[src/rtl/itc_cell_pkg.sv]
package itc_cell_pkg;

    typedef enum logic [1:0] {
        VIEW_BYPASS   = 2'd0,
        VIEW_CTRL     = 2'd1,
        VIEW_EF_BLOCK = 2'd2,
        VIEW_EF_TRY   = 2'd3
    } view_e;

    typedef enum logic [1:0] {
        ST_IDLE    = 2'd0,
        ST_WAIT_RD = 2'd1,
        ST_WAIT_WR = 2'd2
    } park_state_e;

    localparam int TAG_DEPTH_LSB = 28;
    localparam int TAG_OCC_LSB   = 18;
    localparam int TAG_MODE_BIT  = 17;
    localparam int TAG_T_BIT     = 16;
    localparam int TAG_F_BIT     = 1;
    localparam int TAG_E_BIT     = 0;

endpackage

[src/rtl/itc_cell_store.sv]
module itc_cell_store #(
    parameter int DEPTH = 8,
    parameter int WIDTH = 64,
    localparam int AW   = $clog2(DEPTH)
) (
    input  logic             clk,
    input  logic             rst_n,
    input  logic             wr_en,
    input  logic [AW-1:0]    wr_idx,
    input  logic [WIDTH-1:0] wr_data,
    input  logic [AW-1:0]    rd_idx,
    output logic [WIDTH-1:0] rd_data
);

    logic [WIDTH-1:0] slot_q [DEPTH];

    for (genvar g = 0; g < DEPTH; g++) begin : g_slot
        always_ff @(posedge clk) begin
            if (!rst_n) begin
                slot_q[g] <= '0;
            end else if (wr_en && wr_idx == AW'(g)) begin
                slot_q[g] <= wr_data;
            end
        end
    end

    assign rd_data = slot_q[rd_idx];

endmodule

[src/rtl/itc_cell_tags.sv]
module itc_cell_tags #(
    parameter int DEPTH = 8,
    localparam int AW   = $clog2(DEPTH),
    localparam int CW   = $clog2(DEPTH + 1)
) (
    input  logic          clk,
    input  logic          rst_n,
    input  logic          pop,
    input  logic          push,
    input  logic          ctl_wr,
    input  logic          ctl_t,
    input  logic          ctl_e,
    input  logic          ctl_f,
    output logic [AW-1:0] head,
    output logic [CW-1:0] count,
    output logic          tag_e,
    output logic          tag_f,
    output logic          tag_t
);

    always_ff @(posedge clk) begin
        if (!rst_n) begin
            head  <= '0;
            count <= '0;
            tag_e <= 1'b1;
            tag_f <= 1'b0;
            tag_t <= 1'b0;
        end else if (pop) begin
            head  <= head + AW'(1);
            count <= count - CW'(1);
            tag_f <= 1'b0;
            tag_e <= (count == CW'(1));
        end else if (push) begin
            count <= count + CW'(1);
            tag_e <= 1'b0;
            tag_f <= (count == CW'(DEPTH - 1));
        end else if (ctl_wr) begin
            tag_t <= ctl_t;
            tag_e <= ctl_e;
            tag_f <= ctl_f;
            if (ctl_e) begin
                count <= '0;
            end
        end
    end


    count_bound_chk: assert property (@(posedge clk) disable iff (!rst_n)
        count <= CW'(DEPTH));


    push_inc_chk: assert property (@(posedge clk) disable iff (!rst_n)
        push |=> count == $past(count) + CW'(1) && !tag_e);


    pop_dec_chk: assert property (@(posedge clk) disable iff (!rst_n)
        pop |=> count == $past(count) - CW'(1) && !tag_f);


    ctl_e_clears_chk: assert property (@(posedge clk) disable iff (!rst_n)
        (ctl_wr && ctl_e && !pop && !push) |=> count == '0 && tag_e);

endmodule

[src/rtl/itc_cell_park_fsm.sv]
module itc_cell_park_fsm
    import itc_cell_pkg::*;
(
    input  logic clk,
    input  logic rst_n,
    input  logic stuck_rd,
    input  logic stuck_wr,
    input  logic pop,
    input  logic push,
    output logic park_rd,
    output logic park_wr
);

    park_state_e state_q, state_d;

    always_ff @(posedge clk) begin
        if (!rst_n) begin
            state_q <= ST_IDLE;
        end else begin
            state_q <= state_d;
        end
    end

    always_comb begin
        state_d = state_q;
        unique case (state_q)
            ST_IDLE: begin
                if (stuck_rd) begin
                    state_d = ST_WAIT_RD;
                end else if (stuck_wr) begin
                    state_d = ST_WAIT_WR;
                end
            end
            ST_WAIT_RD: if (push) state_d = ST_IDLE;
            ST_WAIT_WR: if (pop)  state_d = ST_IDLE;
            default:    state_d = ST_IDLE;
        endcase
    end

    always_comb begin
        park_rd = 1'b0;
        park_wr = 1'b0;
        unique case (state_q)
            ST_WAIT_RD: park_rd = 1'b1;
            ST_WAIT_WR: park_wr = 1'b1;
            default: ;
        endcase
    end


    park_excl_chk: assert property (@(posedge clk) disable iff (!rst_n)
        $onehot0({park_rd, park_wr}));


    release_rd_chk: assert property (@(posedge clk) disable iff (!rst_n)
        (park_rd && push) |=> !park_rd);


    release_wr_chk: assert property (@(posedge clk) disable iff (!rst_n)
        (park_wr && pop) |=> !park_wr);

endmodule

[src/rtl/itc_fifo_cell.sv]
module itc_fifo_cell
    import itc_cell_pkg::*;
#(
    parameter int DEPTH = 8,
    parameter int WIDTH = 64,
    localparam int AW   = $clog2(DEPTH),
    localparam int CW   = $clog2(DEPTH + 1)
) (
    input  logic             clk,
    input  logic             rst_n,
    input  logic             req_valid,
    input  logic [1:0]       req_view,
    input  logic             req_write,
    input  logic [WIDTH-1:0] req_wdata,
    output logic             req_ready,
    output logic [WIDTH-1:0] rsp_rdata,
    output logic             park_rd,
    output logic             park_wr
);

    view_e            view;
    logic [AW-1:0]    head;
    logic [CW-1:0]    count;
    logic             tag_e, tag_f, tag_t;
    logic             is_ef, stuck_rd, stuck_wr, fire;
    logic             not_empty, not_full;
    logic             pop, push, byp_wr, ctl_wr;
    logic [AW-1:0]    tail_idx, last_idx;
    logic [WIDTH-1:0] head_data, ctl_word;

    assign view      = view_e'(req_view);
    assign is_ef     = (view == VIEW_EF_BLOCK) || (view == VIEW_EF_TRY);
    assign stuck_rd  = req_valid && view == VIEW_EF_BLOCK && !req_write && tag_e;
    assign stuck_wr  = req_valid && view == VIEW_EF_BLOCK &&  req_write && tag_f;
    assign req_ready = req_valid && !stuck_rd && !stuck_wr;
    assign fire      = req_ready;

    assign not_empty = count != '0;
    assign not_full  = count != CW'(DEPTH);
    assign pop       = fire && is_ef && !req_write && not_empty;
    assign push      = fire && is_ef &&  req_write && not_full;
    assign byp_wr    = fire && view == VIEW_BYPASS && req_write && not_empty;
    assign ctl_wr    = fire && view == VIEW_CTRL && req_write;

    assign tail_idx  = head + count[AW-1:0];
    assign last_idx  = tail_idx - AW'(1);

    itc_cell_store #(.DEPTH(DEPTH), .WIDTH(WIDTH)) u_store (
        .clk     (clk),
        .rst_n   (rst_n),
        .wr_en   (push || byp_wr),
        .wr_idx  (push ? tail_idx : last_idx),
        .wr_data (req_wdata),
        .rd_idx  (head),
        .rd_data (head_data)
    );

    itc_cell_tags #(.DEPTH(DEPTH)) u_tags (
        .clk    (clk),
        .rst_n  (rst_n),
        .pop    (pop),
        .push   (push),
        .ctl_wr (ctl_wr),
        .ctl_t  (req_wdata[TAG_T_BIT]),
        .ctl_e  (req_wdata[TAG_E_BIT]),
        .ctl_f  (req_wdata[TAG_F_BIT]),
        .head   (head),
        .count  (count),
        .tag_e  (tag_e),
        .tag_f  (tag_f),
        .tag_t  (tag_t)
    );

    itc_cell_park_fsm u_park (
        .clk      (clk),
        .rst_n    (rst_n),
        .stuck_rd (stuck_rd),
        .stuck_wr (stuck_wr),
        .pop      (pop),
        .push     (push),
        .park_rd  (park_rd),
        .park_wr  (park_wr)
    );

    always_comb begin
        ctl_word = '0;
        ctl_word[TAG_DEPTH_LSB +: 4] = 4'(AW);
        ctl_word[TAG_OCC_LSB +: CW]  = count;
        ctl_word[TAG_MODE_BIT]       = 1'b1;
        ctl_word[TAG_T_BIT]          = tag_t;
        ctl_word[TAG_F_BIT]          = tag_f;
        ctl_word[TAG_E_BIT]          = tag_e;
    end

    always_comb begin
        rsp_rdata = '0;
        if (fire && !req_write) begin
            unique case (view)
                VIEW_BYPASS: rsp_rdata = head_data;
                VIEW_CTRL:   rsp_rdata = ctl_word;
                default:     rsp_rdata = not_empty ? head_data : '0;
            endcase
        end
    end


    ready_only_blocking_chk: assert property (@(posedge clk) disable iff (!rst_n)
        (req_valid && !req_ready) |-> view == VIEW_EF_BLOCK);


    no_ready_idle_chk: assert property (@(posedge clk) disable iff (!rst_n)
        !req_valid |-> !req_ready);


    byp_keeps_count_chk: assert property (@(posedge clk) disable iff (!rst_n)
        byp_wr |=> $stable(count) && $stable(head));

endmodule

[config.mk]
export PLATFORM = sky130hd
export DESIGN_NAME = itc_fifo_cell
export DESIGN_NICKNAME = d
export VERILOG_FILES = /design/src/rtl/itc_cell_pkg.sv /design/src/rtl/itc_cell_store.sv /design/src/rtl/itc_cell_tags.sv /design/src/rtl/itc_cell_park_fsm.sv /design/src/rtl/itc_fifo_cell.sv
export SDC_FILE = /design/constraint.sdc
export NUM_CORES = 1
export LEC_CHECK = 0
export BUFFER_PORTS_ARGS = -buffer_cell sky130_fd_sc_hd__buf_2
export CAP_MARGIN = 40
export CORE_MARGIN = 8
export CORE_UTILIZATION = 28
export DETAILED_ROUTE_END_ITERATION = 8
export PLACE_DENSITY = 0.52
export SKIP_CTS_REPAIR_TIMING = 1
export SLEW_MARGIN = 10
export SYNTH_ARGS = -nofsm -noshare
export SYNTH_HDL_FRONTEND = slang
export SYNTH_SLANG_ARGS = --single-unit
[constraint.sdc]
create_clock -name clk -period 8.4 [get_ports clk]
set_clock_uncertainty 0.2 [all_clocks]
set_input_delay 1.26 -clock clk [delete_from_list [all_inputs] [get_ports clk]]
set_output_delay 1.26 -clock clk [all_outputs]
set_load 0.05 [all_outputs]
==> metrics.cfg, run 1 <==
[sta]
rsz0062_at_grt=no
hold_ws_ns=0.313
finalWorstPathRequiredPeriod_ns=5.17
tns_ns=0
fin_crit_sh_pct=61.6
finalHoldViolCount=0
slew_headroom_pct=32.9
setup_viol=0
final-max-slew-violation-count=0
fmax_mhz=193
worst_slew_pin_slew_ns=0.998

[pwr]
power_density_mw_per_mm2=212
peakVddDrop_mv=0.175
swShare_pct=23.4
p_comb_share_pct=6.7
p_sw_mw=1.34
clkPwrFrac_pct=40.5
p_seq_share_pct=52.7
leakage_nw=8.90
finalPower_mw=5.73
p_int_mw=4.39

[global_routing]
antenna_found_initial=5
grt_first_pass_wirelength_um=100000
grtUsageTotal_pct=14.4
gr-total-overflow=0
grt_pass1_vias=14600
grt_max_degree=65

[placement]
port_buffers=136
dpl.cell_count=2746
postPlaceCellArea_mm2=0.0253
hpwl_um=38800
gp_congestion=0.801

[run_status]
outcome=complete, no violations

[drt]
drtAntennaViolNets=0
wl_um=68600
drc=0
dr_total_vias=14000
routed_via_density=4.93
drt-pass1-iter-count=5
drt-wirelength-per-cell_um=24.1
drtIter0Drc=1256

[critical_path]
cp_cell_sequence=inv_1 -> ha_1 -> nand2_1 -> o31ai_1 -> nand2b_4 -> buf_12 -> o21ai_0 -> buf_2
end_kind=output port
cp_max_fo=34
startpoint_type=flop
cp_slowest_cell=o31ai_1
arrival_ns=3.71
cp.required_ns=6.94
r2r_slack_ns=3.58
slowest_delay_ns=0.81
crit_type=reg -> out

[layout]
stdcell_count=2846
nNetsFinal=1800
fill_cells=8112
register_area_mm2=0.0157
drive_gt1_share_pct=23.4
finalInstanceArea_mm2=0.0270
multi_input_area_mm2=0.00711
syn_to_final_growth_pct=15.5

[synthesis]
yosysWarnings=0
synth_seq_cells=527
synth_area_mm2=0.0234
async_reset_ff_share_pct=0
synth_nets=1689
synth.distinct_cells=49
avgSynthCellArea_um2=14.5
synth_edf_count=512
synth-main-ff-cell=edfxtp_1
synth-seq-area-share_pct=67.0
synth_cells=1612

[flow_run]
max_cap_violations=0

[clocking]
cts_root_buf=clkbuf_16
cts_made_buffers=55
clkTransAtPathRegs_ns=0.06
insertion_delay_ns=0.62
htree_levels=2
cts.path.max_buffers=3
cts_tree=built
clock-sinks=527

[die]
die-area_mm2=0.0930
rows=106
coreArea_mm2=0.0832
io_pins=137
initial_core_util_pct=28.1
die_y_um=305
dieWidth_um=305

[hold_path]
hold_class=reg -> reg

==> cell usage in the layout, fill, tap and decap left out, types with 4 or more instances in the layout <==
cell,instances
a21oi_1,9
buf_16,8
buf_2,135
buf_4,26
clkbuf_1,12
clkbuf_16,55
clkinv_1,9
clkinv_2,8
clkinvlp_4,4
dfxtp_1,12
edfxtp_1,512
ha_1,6
inv_1,10
mux2i_1,66
mux4_2,128
nand2_1,76
nand2_4,8
nand3b_1,4
nor2_1,494
nor2b_1,6
nor3_1,85
nor3_2,6
o21ai_0,13
xnor2_1,6
==> Yosys cell counts (3+ instances only) <==
master	instances	area share, %
buf_2	22	0.47
nor2b_1	6	0.16
a31oi_1	3	0.080
inv_1	10	0.16
o21ai_0	14	0.30
nand3b_1	4	0.13
nand2b_1	3	0.080
dfxtp_1	15	1.3
o22ai_1	3	0.080
buf_1	13	0.21
xor2_1	3	0.11
nand2_1	84	1.3
a21oi_1	9	0.19
nor3_1	85	1.8
xnor2_1	6	0.22
nor3_2	7	0.30
nand3_1	6	0.13
mux2i_1	66	2.8
buf_6	29	1.4
clkbuf_1	47	0.75
mux4_2	128	12
ha_1	6	0.32
edfxtp_1	512	66
buf_4	6	0.19
nor2_1	494	7.9
==> layer usage <==
layer | vias to the layer above | part of all wire (%) | track usage [%]
li1 | 6163 | - | -
met2 | 476 | 48 | 23.8
met1 | 7308 | 44 | 19.7
met4 | 0 | 1.9 | 3.51
met5 | - | 0 | 0
met3 | 84 | 6.2 | 2.62
==> area by class of cell <==
cell class / instances / share of cell area, %
Multi-Input combinational cell: 957 / 26.3
Sequential cell: 527 / 58.0
Antenna cell: 3 / 0.0278
Clock inverter: 27 / 0.861
Inverter: 11 / 0.153
Timing Repair Buffer: 171 / 4.19
Tap cell: 1080 / 5.00
Clock buffer: 70 / 5.41
==> critical path: cells and delay by family (launching register included) <==
family	cells	cell delay (ns)
AOI/OAI and AO/OA	2	0.94
adders and majority gates	1	0.38
buffers and inverters	3	0.73
DFF	1	0.36
and+or+nand+nor	2	0.67
==> path summary, 6_finish.rpt <==
kind | cells after the start | end | start
max reg2reg | 9 | u_store.slot_q[3][40] | u_tags.count[0]
min | 2 | u_tags.tag_t | u_tags.tag_t
max | 8 | rsp_rdata[0] | u_tags.count[1]
min reg2reg | 2 | u_tags.tag_t | u_tags.tag_t
==> metrics by stage <==
| step | setup WS, ns | util (%) |
|---|---|---|
| finish | 3.23 | 32.5 |
| global route | 3.04 | 32.5 |
| CTS | 3.26 | 32.5 |
| detailed placement | 3.22 | 30.4 |
| global placement | 3.16 | 30.2 |
| floorplan | 0.675 | - |
==> power by group through the flow <==
stage          sequential (mW)  combinational, mW  clock, mW
5_1_grt                   3.03              0.414       2.47
6_report                  3.02              0.386       2.32
3_5_place_dp              3.08              0.393          0
2_1_floorplan             3.07              0.234          0
3_3_place_gp              3.07              0.380          0
4_1_cts                   3.02              0.394       2.38
==> registers in the layout, indices dropped and copies added (netlist names), named ones only <==
name / count
u_tags.tag_f: 1
u_park.state_q: 2
u_tags.count: 4
u_tags.tag_e: 1
u_tags.tag_t: 1
u_store.slot_q: 512
u_tags.head: 3
==> cells by family after synthesis <==
kind of cell               count (synthesis)  share of synthesized area, %
and+or+nand+nor                          702                          12.4
DFF                                      527                          67.0
muxes                                    195                          15.2
buffers and inverters                    128                          3.20
AOI/OAI and AO/OA                         42                          1.34
xor gates and xnor gates                  11                         0.476
adders and majority gates                  7                         0.407
Note: power is estimated with default switching activity, not from simulation.
==> run 2: changes to the inputs <==
clock period = 5.2 ns   (was 8.4 ns; I/O delays follow)
==> metrics.cfg, run 2 (same netlist as run 1, synthesis figures left out) <==
[run_status]
outcome=complete, no violations

[hold_path]
hold_class=reg -> reg
holdPathEnd=u_tags.tag_t
min_path_cells=2
hp-start=u_tags.tag_t

[pwr]
peakVddDrop_mv=0.262
p_int_mw=6.83
p_comb_share_pct=7.1
leakage_nw=8.84
p_seq_share_pct=54.6
power_density_mw_per_mm2=332
clkPwrFrac_pct=38.3
p_sw_mw=2.10
swShare_pct=23.5

[sta]
finalWorstPathRequiredPeriod_ns=4.43
slew_headroom_pct=41.7
final-max-slew-violation-count=0
fin_crit_sh_pct=85.3
tns_ns=0
finalHoldViolCount=0
worst_slew_pin_slew_ns=0.874
fmax_mhz=226
rsz0062_at_grt=no
setup_viol=0

[drt]
drt-pass1-iter-count=6
drc=0
dr_total_vias=14200
drtAntennaViolNets=0
drt-wirelength-per-cell_um=24.3
drtIter0Drc=1367
routed_via_density=4.99
wl_um=69200

[clocking]
clkTransAtPathRegs_ns=0.06
cts_made_buffers=51
htree_levels=2
cts.path.max_buffers=3
insertion_delay_ns=0.59
clock-sinks=527
cts_tree=built
cts_root_buf=clkbuf_16

[die]
die-area_mm2=0.0930
die_y_um=305
rows=106
io_pins=137
coreArea_mm2=0.0832
dieWidth_um=305
initial_core_util_pct=28.1

[layout]
layout_commonest_cell=edfxtp_1
syn_to_final_growth_pct=15.1
fin_util_pct=32.4
largest_reg_flops=512
finalInstanceArea_mm2=0.0269
nNetsFinal=1803
top_regs=u_store.slot_q x512, u_tags.count x4, u_tags.head x3
drive_gt1_share_pct=23.0
regMostFlops=u_store.slot_q
mostFrequentLayoutCells=512 x edfxtp_1, 494 x nor2_1, 135 x buf_2

[placement]
port_buffers=136
hpwl_um=38900
postPlaceCellArea_mm2=0.0254
gp_congestion=0.792

[global_routing]
grt_first_pass_wirelength_um=101000
antenna_found_initial=9
grtUsageTotal_pct=14.5
gr-total-overflow=0
grt_max_degree=85
grt_pass1_vias=14900

[critical_path]
ff2ff_path_depth=8
timing.rr.end=u_store.slot_q[7][39]
end_kind=output port
startpoint_type=flop
r2r_slack_ns=1.25
cp_max_fo=53
r2r_start=u_tags.count[0]
crit_type=reg -> out
arrival_ns=3.45
cp.required_ns=4.22

[flow_run]
max_cap_violations=0

[run 2: changes by cell type in the layout (fill, tap and decap cells not counted), sizes merged]
| cell | delta |
|---|---|
| diode | -1 |
| clkinv | -5 |
| buf | +7 |
| bufinv | -2 |
| inv | -1 |
| clkbuf | +2 |
[run 2: critical path, stage by stage (launching register included)]
cell and delay, ns:
dfxtp_1 0.36, inv_1 0.25, ha_1 0.39, nand2_1 0.09, o31ai_1 0.55, nand2b_4 0.26
buf_4 0.20, buf_16 0.30, o21ai_0 0.17, buf_2 0.25
[run 2: worst max path at each step]
stage | start | end | slack, ns | depth (start not counted)
after floorplan | u_tags.count[0] | u_store.slot_q[5][0] | 0.81 | 9
after global placement | req_view[1] | rsp_rdata[43] | 1.15 | 8
after detailed placement | req_view[1] | u_store.slot_q[4][7] | 1.25 | 8
after CTS | u_tags.count[1] | rsp_rdata[0] | 0.70 | 9
after global routing | u_tags.count[1] | rsp_rdata[1] | 0.44 | 9
final | u_tags.count[1] | rsp_rdata[0] | 0.77 | 9
[run 2: per-stage QoR]
step | power, mW | std cells | setup slack, ns | hold WS, ns
after floorplan | 5.34 | 1612 | 0.806 | 0.261
after global placement | 5.59 | 2746 | 1.15 | 0.279
after global routing | 9.21 | 2844 | 0.436 | 0.340
after detailed placement | 5.61 | 2753 | 1.25 | 0.300
final | 8.93 | 2846 | 0.766 | 0.315
after CTS | 9.02 | 2844 | 0.695 | 0.314
[run 2: power by group through the flow]
| stage | clock network (mW) | logic [mW] | registers [mW] |
|---|---|---|---|
| floorplan | 0 | 0.379 | 4.96 |
| global placement | 0 | 0.631 | 4.96 |
| detailed placement | 0 | 0.645 | 4.97 |
| CTS | 3.49 | 0.646 | 4.88 |
| global route | 3.64 | 0.680 | 4.89 |
| finish | 3.42 | 0.636 | 4.87 |
[run 2: cell type report]
| class | instances | area (um2) |
|---|---|---|
| inverters | 11 | 41.3 |
| well taps | 1080 | 1350 |
| clock buffers | 72 | 1370 |
| fillers | 8119 | 56200 |
| clock inverters | 19 | 115 |
| flip-flops and latches | 527 | 15700 |
| repair buffers | 178 | 1240 |
| diodes | 2 | 5.00 |
| multi-input cells | 957 | 7110 |
[run 2: routing by layer]
layer / track usage, % / vias to the layer above / wire, um
met3: 2.93 / 93 / 4430
li1: - / 6161 / -
met1: 18.9 / 7464 / 29600
met4: 3.27 / 8 / 1340
met5: 0 / - / 54
met2: 24.7 / 471 / 33900
==> run 3: changes to the inputs <==
CAP_MARGIN = default   (was 40)
GPL_TIMING_DRIVEN = 0   (was default)
==> metrics.cfg, run 3 (same netlist as run 1, synthesis figures left out) <==
[layout]
nNetsFinal=1891
largest_reg_flops=512
regMostFlops=u_store.slot_q
syn_to_final_growth_pct=17.6
top_regs=u_store.slot_q x512, u_tags.count x4, u_tags.head x3
drive_gt1_share_pct=23.3
layout_commonest_cell=edfxtp_1
fill_cells=8159
mostFrequentLayoutCells=512 x edfxtp_1, 494 x nor2_1, 157 x buf_2
stdcell_count=2943

[global_routing]
grt_max_degree=43
grtUsageMet3_pct=3.15
busiest_layer=met2
antenna_found_initial=9
gr-total-overflow=0
grt_first_pass_wirelength_um=105000
grt_pass1_vias=15300
use_met1_pct=19.5
grtUsageTotal_pct=15.2
grt.met2_usage_pct=25.9

[placement]
dp_worst_setup_slack_ns=0.239
hpwl_um=46500
gp_congestion=0.828
port_buffers=135
dpl.cell_count=2838

[pwr]
peakVddDrop_mv=0.272
power_density_mw_per_mm2=341
p_seq_share_pct=52.0
p_int_mw=7.22
p_comb_share_pct=7.0
clkPwrFrac_pct=41.0
leakage_nw=9.14
swShare_pct=23.0
p_sw_mw=2.15

[die]
die-area_mm2=0.0930
io_pins=137
die_y_um=305
dieWidth_um=305
coreArea_mm2=0.0832
rows=106
initial_core_util_pct=28.1

[sta]
fin_crit_sh_pct=96.3
fin_ws_ns=0.193
fmax_mhz=200
finalHoldViolCount=0
setup_viol=0
final-max-slew-violation-count=0
rsz0062_at_grt=no
tns_ns=0
slew_headroom_pct=21.7
finalWorstPathRequiredPeriod_ns=5.01
worst_slew_pin_slew_ns=1.17

[critical_path]
cp_slowest_cell=buf_1
timing.rr.end=u_store.slot_q[7][18]
cp_max_fo=10
cp.required_ns=4.22
path_buf_inv=4
crit_top_cell=clkbuf_1
ff2ff_path_depth=10
arrival_ns=4.03
r2r_start=u_tags.count[0]
cp_cell_sequence=clkbuf_1 -> clkbuf_1 -> buf_1 -> mux4_2 -> mux2i_1 -> nor2_1 -> buf_2
r2r_slack_ns=0.91
startpoint_type=flop
cp_top_family=buffers and inverters
end_kind=output port
slowest_delay_ns=0.83
crit_type=reg -> out

[clocking]
cts.path.max_buffers=3
cts_root_buf=clkbuf_16
cts_made_buffers=53
clock-sinks=527
cts_tree=built
htree_levels=2
clkTransAtPathRegs_ns=0.06
insertion_delay_ns=0.61

[drt]
wl_um=72500
drtAntennaViolNets=0
drt-pass1-iter-count=5
dr_total_vias=14600
drc=0
drt-wirelength-per-cell_um=24.6
drtIter0Drc=1230
routed_via_density=4.95

[hold_path]
min_path_cells=2
hp-start=u_tags.tag_t
holdPathEnd=u_tags.tag_t
hold_class=reg -> reg

[flow_run]
max_cap_violations=0

[run_status]
outcome=complete, no violations

==> run 3: worst max path at each step <==
stage	start	endpoint	slack (ns)	depth (start not counted)
after global routing	flop	rsp_rdata[22]	0.07	7
after global placement	u_tags.count[0]	u_store.slot_q[0][25]	-1.46	10
after detailed placement	req_view[1]	rsp_rdata[54]	0.24	10
final	flop	rsp_rdata[22]	0.19	7
after CTS	u_tags.count[1]	rsp_rdata[54]	-0.23	10
after floorplan	u_tags.count[0]	u_store.slot_q[5][0]	0.81	9
==> run 3: layer usage <==
metal | vias to the layer above | share of wire (%)
met5 | - | 0.079
met4 | 10 | 2.5
met3 | 105 | 6.5
met2 | 513 | 49
met1 | 7564 | 42
li1 | 6368 | -
==> run 3: through the flow <==
stage / total power [mW] / instance area (um2) / utilization, % / hold WS [ns]
2_1_floorplan: 5.34 / 23400 / - / 0.261
3_3_place_gp: 5.61 / 25400 / 30.6 / 0.288
3_5_place_dp: 5.63 / 25800 / 31.0 / 0.316
4_1_cts: 9.45 / 27500 / 33.1 / 0.313
5_1_grt: 9.65 / 27500 / 33.1 / 0.341
6_report: 9.37 / 27500 / 33.1 / 0.320
==> run 3: layout make-up <==
| type | instances | area (um2) | share of cell area, % |
|---|---|---|---|
| tap | 1080 | 1350 | 4.91 |
| inverter | 11 | 41.3 | 0.150 |
| multi-input combinational | 957 | 7030 | 25.6 |
| clock inverter | 28 | 231 | 0.841 |
| sequential | 527 | 15700 | 57.0 |
| clock buffer | 72 | 1490 | 5.42 |
| buffer | 117 | 709 | 2.58 |
| antenna | 4 | 10.0 | 0.0364 |
| timing repair buffer | 147 | 967 | 3.52 |
==> run 3: power by group through the flow <==
stage               clock [mW]  sequential (mW)  combinational, mW
floorplan                    0             4.96              0.379
global placement             0             4.98              0.628
detailed placement           0             4.97              0.668
CTS                       3.90             4.88              0.670
global route              4.06             4.89              0.702
finish                    3.84             4.87              0.660
==> run 3: worst min-delay path, delay by kind of cell, from the launching register on <==
family,cells,cell delay (ns)
flip-flops,1,0.33
multiplexers,1,0.07
AND/OR/NAND/NOR,1,0.08
